--- src/rtl/sdp_pkg.sv ---
package sdp_pkg;

    localparam int INSTR_W = 32;
    localparam int IMM_W   = 16;
    localparam int FN_W    = 6;

    localparam logic [1:0] SEL_FUNCT = 2'b00;
    localparam logic [1:0] SEL_ORZ   = 2'b01;

    localparam logic [FN_W-1:0] FN_ADDU = 6'b100001;
    localparam logic [FN_W-1:0] FN_SUBU = 6'b100011;

    typedef enum logic [1:0] {
        ALU_ADD = 2'd0,
        ALU_SUB = 2'd1,
        ALU_OR  = 2'd2
    } alu_fn_e;

endpackage

--- src/rtl/sdp_regfile.sv ---
module sdp_regfile #(
    parameter int W     = 32,
    parameter int DEPTH = 32,
    localparam int AW   = $clog2(DEPTH)
) (
    input  logic          clk,
    input  logic          rst_n,
    input  logic [AW-1:0] ra_addr,
    input  logic [AW-1:0] rb_addr,
    output logic [W-1:0]  ra_data,
    output logic [W-1:0]  rb_data,
    input  logic          we,
    input  logic [AW-1:0] wa,
    input  logic [W-1:0]  wd
);

    logic [W-1:0] store_q [DEPTH];

    for (genvar g = 0; g < DEPTH; g++) begin : g_entry
        always_ff @(posedge clk) begin
            if (!rst_n) begin
                store_q[g] <= '0;
            end else if (we && (wa == AW'(g)) && (g != 0)) begin
                store_q[g] <= wd;
            end
        end
    end

    assign ra_data = store_q[ra_addr];
    assign rb_data = store_q[rb_addr];

    // entry zero stays zero whatever was written
    assert_zero_read_R9: assert property (@(posedge clk) disable iff (!rst_n)
        (ra_addr == '0) |-> (ra_data == '0));

    // a write to a nonzero entry is visible on the next read of it
    assert_write_lands_R8: assert property (@(posedge clk) disable iff (!rst_n)
        (we && (wa != '0) && (ra_addr == wa)) |=> (ra_addr != $past(wa)) || (ra_data == $past(wd)));

endmodule

--- src/rtl/sdp_alu.sv ---
module sdp_alu
    import sdp_pkg::*;
#(
    parameter int W = 32
) (
    input  logic [W-1:0] opa,
    input  logic [W-1:0] opb,
    input  alu_fn_e      fn,
    output logic [W-1:0] res
);

    always_comb begin
        unique case (fn)
            ALU_SUB: res = opa - opb;
            ALU_OR:  res = opa | opb;
            default: res = opa + opb;
        endcase
    end

endmodule

--- src/rtl/sdp_nextpc.sv ---
module sdp_nextpc #(
    parameter int W     = 32,
    parameter int IMM_W = 16
) (
    input  logic [W-1:0]     pc,
    input  logic [W-1:0]     a,
    input  logic [W-1:0]     b,
    input  logic [IMM_W-1:0] imm,
    input  logic             br,
    output logic [W-1:0]     pc_next,
    output logic             eq
);

    localparam logic [W-1:0] STEP = W'(4);

    logic [W-1:0] seq_pc;
    logic [W-1:0] offs;

    assign eq      = (a == b);
    assign seq_pc  = pc + STEP;
    assign offs    = {{(W-IMM_W-2){imm[IMM_W-1]}}, imm, 2'b00};
    assign pc_next = (br && eq) ? (seq_pc + offs) : seq_pc;

endmodule

--- src/rtl/staged_dp.sv ---
module staged_dp
    import sdp_pkg::*;
#(
    parameter int          XLEN     = 32,
    parameter int          NREGS    = 32,
    parameter logic [31:0] RESET_PC = 32'h0
) (
    input  logic            clk,
    input  logic            rst_n,
    input  logic            ir_ld,
    input  logic            opf_ld,
    input  logic            s_ld,
    input  logic [1:0]      alu_sel,
    input  logic            m_ld,
    input  logic            mem_wr,
    input  logic            rf_we,
    input  logic            rf_wdst,
    input  logic            rf_wsrc,
    input  logic            pc_ld,
    input  logic            pc_br,
    output logic [XLEN-1:0] imem_addr,
    input  logic [31:0]     imem_rdata,
    output logic [XLEN-1:0] dmem_addr,
    output logic [XLEN-1:0] dmem_wdata,
    output logic            dmem_we,
    input  logic [XLEN-1:0] dmem_rdata,
    output logic [5:0]      op_code,
    output logic            opnd_eq
);

    localparam int RAW = $clog2(NREGS);

    logic [31:0]      ir_q;
    logic [XLEN-1:0]  pc_q, a_q, b_q, s_q, m_q;
    logic [XLEN-1:0]  rs_val, rt_val, alu_b, alu_res, pc_nx, wb_data;
    logic [RAW-1:0]   f_rs, f_rt, f_rd, wb_dst;
    logic [IMM_W-1:0] f_imm;
    logic [FN_W-1:0]  f_fn;
    logic [XLEN-1:0]  imm_zx, imm_sx;
    alu_fn_e          alu_fn;
    logic             ops_equal;

    // instruction fields
    assign f_rs   = RAW'(ir_q[25:21]);
    assign f_rt   = RAW'(ir_q[20:16]);
    assign f_rd   = RAW'(ir_q[15:11]);
    assign f_imm  = ir_q[15:0];
    assign f_fn   = ir_q[5:0];
    assign imm_zx = {{(XLEN-IMM_W){1'b0}}, f_imm};
    assign imm_sx = {{(XLEN-IMM_W){f_imm[IMM_W-1]}}, f_imm};

    // ALU operand and function select
    always_comb begin
        unique case (alu_sel)
            SEL_FUNCT: begin
                alu_b  = b_q;
                alu_fn = (f_fn == FN_SUBU) ? ALU_SUB : ALU_ADD;
            end
            SEL_ORZ: begin
                alu_b  = imm_zx;
                alu_fn = ALU_OR;
            end
            default: begin
                alu_b  = imm_sx;
                alu_fn = ALU_ADD;
            end
        endcase
    end

    assign wb_dst  = rf_wdst ? f_rd : f_rt;
    assign wb_data = rf_wsrc ? m_q : s_q;

    sdp_regfile #(.W(XLEN), .DEPTH(NREGS)) u_rf (
        .clk     (clk),
        .rst_n   (rst_n),
        .ra_addr (f_rs),
        .rb_addr (f_rt),
        .ra_data (rs_val),
        .rb_data (rt_val),
        .we      (rf_we),
        .wa      (wb_dst),
        .wd      (wb_data)
    );

    sdp_alu #(.W(XLEN)) u_alu (
        .opa (a_q),
        .opb (alu_b),
        .fn  (alu_fn),
        .res (alu_res)
    );

    sdp_nextpc #(.W(XLEN), .IMM_W(IMM_W)) u_npc (
        .pc      (pc_q),
        .a       (a_q),
        .b       (b_q),
        .imm     (f_imm),
        .br      (pc_br),
        .pc_next (pc_nx),
        .eq      (ops_equal)
    );

    // staging registers, each behind its own enable
    always_ff @(posedge clk) begin
        if (!rst_n) begin
            pc_q <= XLEN'(RESET_PC);
            ir_q <= '0;
            a_q  <= '0;
            b_q  <= '0;
            s_q  <= '0;
            m_q  <= '0;
        end else begin
            if (pc_ld)  pc_q <= pc_nx;
            if (ir_ld)  ir_q <= imem_rdata;
            if (opf_ld) begin
                a_q <= rs_val;
                b_q <= rt_val;
            end
            if (s_ld)   s_q <= alu_res;
            if (m_ld)   m_q <= dmem_rdata;
        end
    end

    assign imem_addr  = pc_q;
    assign dmem_addr  = s_q;
    assign dmem_wdata = b_q;
    assign dmem_we    = mem_wr;
    assign op_code    = ir_q[31:26];
    assign opnd_eq    = ops_equal;

    assert_ir_capture_R2: assert property (@(posedge clk) disable iff (!rst_n)
        ir_ld |=> (op_code == $past(imem_rdata[31:26])));

    assert_pc_seq_R10: assert property (@(posedge clk) disable iff (!rst_n)
        (pc_ld && !pc_br) |=> (imem_addr == $past(imem_addr) + XLEN'(4)));

    assert_beq_fall_R11: assert property (@(posedge clk) disable iff (!rst_n)
        (pc_ld && pc_br && !opnd_eq) |=> (imem_addr == $past(imem_addr) + XLEN'(4)));

    assert_pc_hold_R12: assert property (@(posedge clk) disable iff (!rst_n)
        !pc_ld |=> $stable(imem_addr));

    assert_s_hold_R12: assert property (@(posedge clk) disable iff (!rst_n)
        !s_ld |=> $stable(dmem_addr));

    assert_b_hold_R12: assert property (@(posedge clk) disable iff (!rst_n)
        !opf_ld |=> $stable(dmem_wdata));

    assert_m_load_R7: assert property (@(posedge clk) disable iff (!rst_n)
        m_ld |=> (m_q == $past(dmem_rdata)));

endmodule

--- config.mk ---
export PLATFORM = sky130hd
export DESIGN_NAME = staged_dp
export DESIGN_NICKNAME = d
export VERILOG_FILES = /design/src/rtl/sdp_pkg.sv /design/src/rtl/sdp_regfile.sv /design/src/rtl/sdp_alu.sv /design/src/rtl/sdp_nextpc.sv /design/src/rtl/staged_dp.sv
export SDC_FILE = /design/constraint.sdc
export NUM_CORES = 2
export LEC_CHECK = 0
export ABC_CLOCK_PERIOD_IN_PS = 10200
export BUFFER_PORTS_ARGS = -buffer_cell sky130_fd_sc_hd__buf_2
export CORE_UTILIZATION = 45
export CTS_CLUSTER_SIZE = 12
export DETAILED_ROUTE_END_ITERATION = 8
export PLACE_DENSITY = 0.58
export SLEW_MARGIN = 0
export SYNTH_ARGS = -nofsm -noshare
export SYNTH_HDL_FRONTEND = slang
export SYNTH_HIERARCHICAL = 1
export SYNTH_SLANG_ARGS = --single-unit
export TNS_END_PERCENT = 20
--- constraint.sdc ---
create_clock -name clk -period 10.2 [get_ports clk]
set_input_delay 2.04 -clock clk [delete_from_list [all_inputs] [get_ports clk]]
set_output_delay 2.04 -clock clk [all_outputs]
set_load 0.02 [all_outputs]
==> results.sh <==
export IMPL_synth_ff_type="edfxtp_1"
export IMPL_die_width_um=387.8
export IMPL_hold_class="flop to flop"
export IMPL_synth_top_cell_by_area="edfxtp_1"
export IMPL_dieHeight_um=387.8
export IMPL_path_class="input port to flop"
export IMPL_synth_seq_cells=1184
export IMPL_wire_per_inst_um=32.08
export IMPL_rsz0062_at_grt="false"
export IMPL_drtPass1Iterations=6
export IMPL_peakVddDrop_v=0.0001614
export IMPL_post_place_ws_ps=2510
export IMPL_place_congestion=0.8827
export IMPL_synth_fa_ha_area_frac=0.01367
export IMPL_cts_buffers=139
export IMPL_postRouteAntennaNets=0
export IMPL_ys_async_sr_fraction=0
export IMPL_clk_pin_slew_ps=60
export IMPL_drive_above_1_share=0.2082
export IMPL_ctsHtreeMaxLevel=4
export IMPL_hold_viol=0
export IMPL_start_kind="input port"
export IMPL_path_max_fanout=33
export IMPL_pwr_share_seq=0.468
export IMPL_grt_pass1_vias=44000
export IMPL_grt_max_degree=124
export IMPL_synthMuxAreaShare=0.2043
export IMPL_dr_first_iter_drc_count=4793
export IMPL_ys_seq_area_frac=0.5021
export IMPL_core_sq_um=147700
export IMPL_synth_distinct_cells=75
export IMPL_setup_violations=0
export IMPL_power_total_mw=12.01
export IMPL_maxCapViolCount=0
export IMPL_syn_to_final_growth_pct=9.971
export IMPL_combPwrFrac=0.134
export IMPL_fin_crit_sh=0.6836
export IMPL_routed_wl_um=229800
export IMPL_cp_arrival_ps=7640
export IMPL_power_share_clock=0.398
export IMPL_synthesis_area_per_instance_sq_um=12.93
export IMPL_via_per_inst=6.275
export IMPL_hpwlAfterDp_um=138300
export IMPL_grt_usage=0.3014
export IMPL_initial_core_util=0.4536
export IMPL_period_needed_ps=6972
export IMPL_max_freq_mhz=143.4
export IMPL_slew_headroom=0.2536
export IMPL_skew_ps=23.91
export IMPL_yosys_area_share_simple=0.1453
export IMPL_tightest_slew_ps=1117
export IMPL_ys_top_cells_by_area="edfxtp_1, mux4_2, and2_1, dfxtp_1, mux2i_1"
export IMPL_worst_setup_path_end_kind="flop"
export IMPL_synth_area_sq_um=66980
export IMPL_ctsRootBufferMaster="clkbuf_16"
export IMPL_switchingPower_mw=3.289
export IMPL_portBuffers=179
export IMPL_fin_nets=5274
export IMPL_drc=0
export IMPL_rows=141
export IMPL_status="finished, final reports clean"
export IMPL_tns_ps=0
export IMPL_layout_setup_ws_ps=3228
export IMPL_synth_top_family_by_area="multiplexers"
export IMPL_grt_first_pass_wirelength_um=326200
export IMPL_p_int_mw=8.722
export IMPL_sw_frac_of_total=0.2739
export IMPL_grt_ovfl_total=0
export IMPL_io_pin_count=182
export IMPL_synth_edf_count=992
export IMPL_clkLatencyLatePin_ps=780
export IMPL_antenna_found_initial=8
export IMPL_yosys_warnings=6
export IMPL_cts_tree="built"
export IMPL_synth_top_area_frac=0.4447
export IMPL_dieArea_sq_um=150400
export IMPL_synth_xor_area_share=0.01894
export IMPL_vias=44960
export IMPL_synth_cells=5182
export IMPL_clock_sinks=1184
export IMPL_holdWs_ps=510.9
export IMPL_cts_max_path_buffers=3
export IMPL_p_per_area_nw_per_um2=163.1
export IMPL_critPathRequiredTime_ps=10870
export IMPL_synth_compound_area_frac=0.07877
export IMPL_cts_hold_buffers_added=0
export IMPL_cts_resized=0
export IMPL_n_fill_cell=12760
export IMPL_synthesis_nets=5332
export IMPL_drv_slew=0
export IMPL_p_leak_nw=27.40
export IMPL_post_cts_buffers=0
stage by stage:
stage	instance area, sq um	utilization	instances
2_1_floorplan	66980	-	5182
4_1_cts	73650	0.4988	7160
3_5_place_dp	69400	0.4700	6913
6_report	73660	0.4989	7164
3_3_place_gp	69400	0.4700	6913
5_1_grt	73650	0.4988	7161
Yosys cell counts (16+ instances only):
| library cell | n |
|---|---|
| dfxtp_1 | 192 |
| a21oi_1 | 83 |
| buf_6 | 34 |
| nand3_1 | 34 |
| a211oi_1 | 69 |
| and2_1 | 1034 |
| o22ai_1 | 64 |
| xnor2_1 | 52 |
| nor2_1 | 79 |
| nand2_1 | 150 |
| clkbuf_1 | 339 |
| xor2_1 | 91 |
| nor3_1 | 32 |
| mux2i_1 | 354 |
| buf_2 | 62 |
| a21o_1 | 53 |
| o21ai_1 | 70 |
| o31ai_1 | 71 |
| mux4_2 | 384 |
| o21ai_0 | 100 |
| a22o_1 | 193 |
| mux2_2 | 113 |
| ha_1 | 70 |
| and3_1 | 41 |
| buf_4 | 38 |
| nor2b_1 | 210 |
| nand4_1 | 16 |
| edfxtp_1 | 992 |
power by group through the flow:
stage / sequential (mW) / clock (mW) / combinational [mW]
2_1_floorplan: 5.65 / 0 / 1.07
3_3_place_gp: 5.71 / 0 / 1.58
3_5_place_dp: 5.71 / 0 / 1.59
4_1_cts: 5.61 / 4.84 / 1.59
5_1_grt: 5.63 / 5.02 / 1.70
6_report: 5.62 / 4.78 / 1.61
path summary, 6_finish.rpt:
path	from	end	slack, ps	depth (start not counted)
hold reg to reg	ir_q[30]	ir_q[30]	510	2
setup / recovery	alu_sel[1]	dmem_addr[29]	3230	20
setup reg to reg	ir_q[1]	dmem_addr[30]	5070	17
hold / removal	ir_q[30]	ir_q[30]	510	2
critical path: stages:
cell and delay, ps:
buf_2 140, nor2_4 810, mux2_4 390, nor3_1 400, nor2b_1 460, nand2_1 180
o31ai_1 300, xor2_1 180, ha_1 320, a21oi_1 280, o21ai_0 120, a2111oi_0 420
nor3_1 140, a222oi_1 570, o21ai_1 200, a31oi_1 240, xor2_1 150, o21ai_0 80
mux2i_1 140, nor2b_1 60
cells in the final DEF (no fill, tap or decap), drive strengths merged, types with 64 or more instances in the layout:
cell type	synthesis	final
buf	156	295
a21oi	84	84
ha	70	70
dfxtp	192	192
mux2i	354	354
o31ai	72	72
mux4	384	384
nor2b	210	210
a211oi	69	69
and2	1034	1034
o21ai	170	170
edfxtp	992	992
nor2	81	81
a22o	193	193
mux2	128	128
o22ai	64	64
clkbuf	339	181
nand2	150	150
xor2	91	91
layer usage:
metal	share of wire	wire length [um]	GRT usage	vias up
met4	0.028	6336	0.08550	4
met3	0.10	23360	0.07629	410
met2	0.46	105100	0.4721	2293
met1	0.41	95010	0.4139	22970
li1	-	-	-	19280
met5	0.000083	19	0	-
cells by family (layout without fill, tap and decap cells):
family / Yosys count / in the layout
AOI/OAI and AO/OA: 754 / 754
xor gates and xnor gates: 144 / 144
adders and majority gates: 72 / 72
buffers and inverters: 511 / 559
DFF: 1184 / 1184
muxes: 866 / 866
other: 0 / 4
and+or+nand+nor: 1651 / 1651
state kept, by name, summed over array words and instances (netlist names):
signal,flops
imem_addr,32
ir_q,32
a_q,32
m_q,32
dmem_addr,32
dmem_wdata,32
u_rf/store_q,992
area by class of cell:
type / count / area (sq um) / area share
tap: 1930 / 2415 / 0.03278
inverter: 16 / 60.06 / 0.0008153
multi-input combinational: 3487 / 31450 / 0.4270
sequential: 1184 / 33660 / 0.4570
clock buffer: 180 / 3695 / 0.05016
antenna: 4 / 10.01 / 0.0001359
clock inverter: 67 / 556.8 / 0.007559
timing repair buffer: 296 / 1810 / 0.02458
Note: power is estimated with default switching activity, not from simulation.
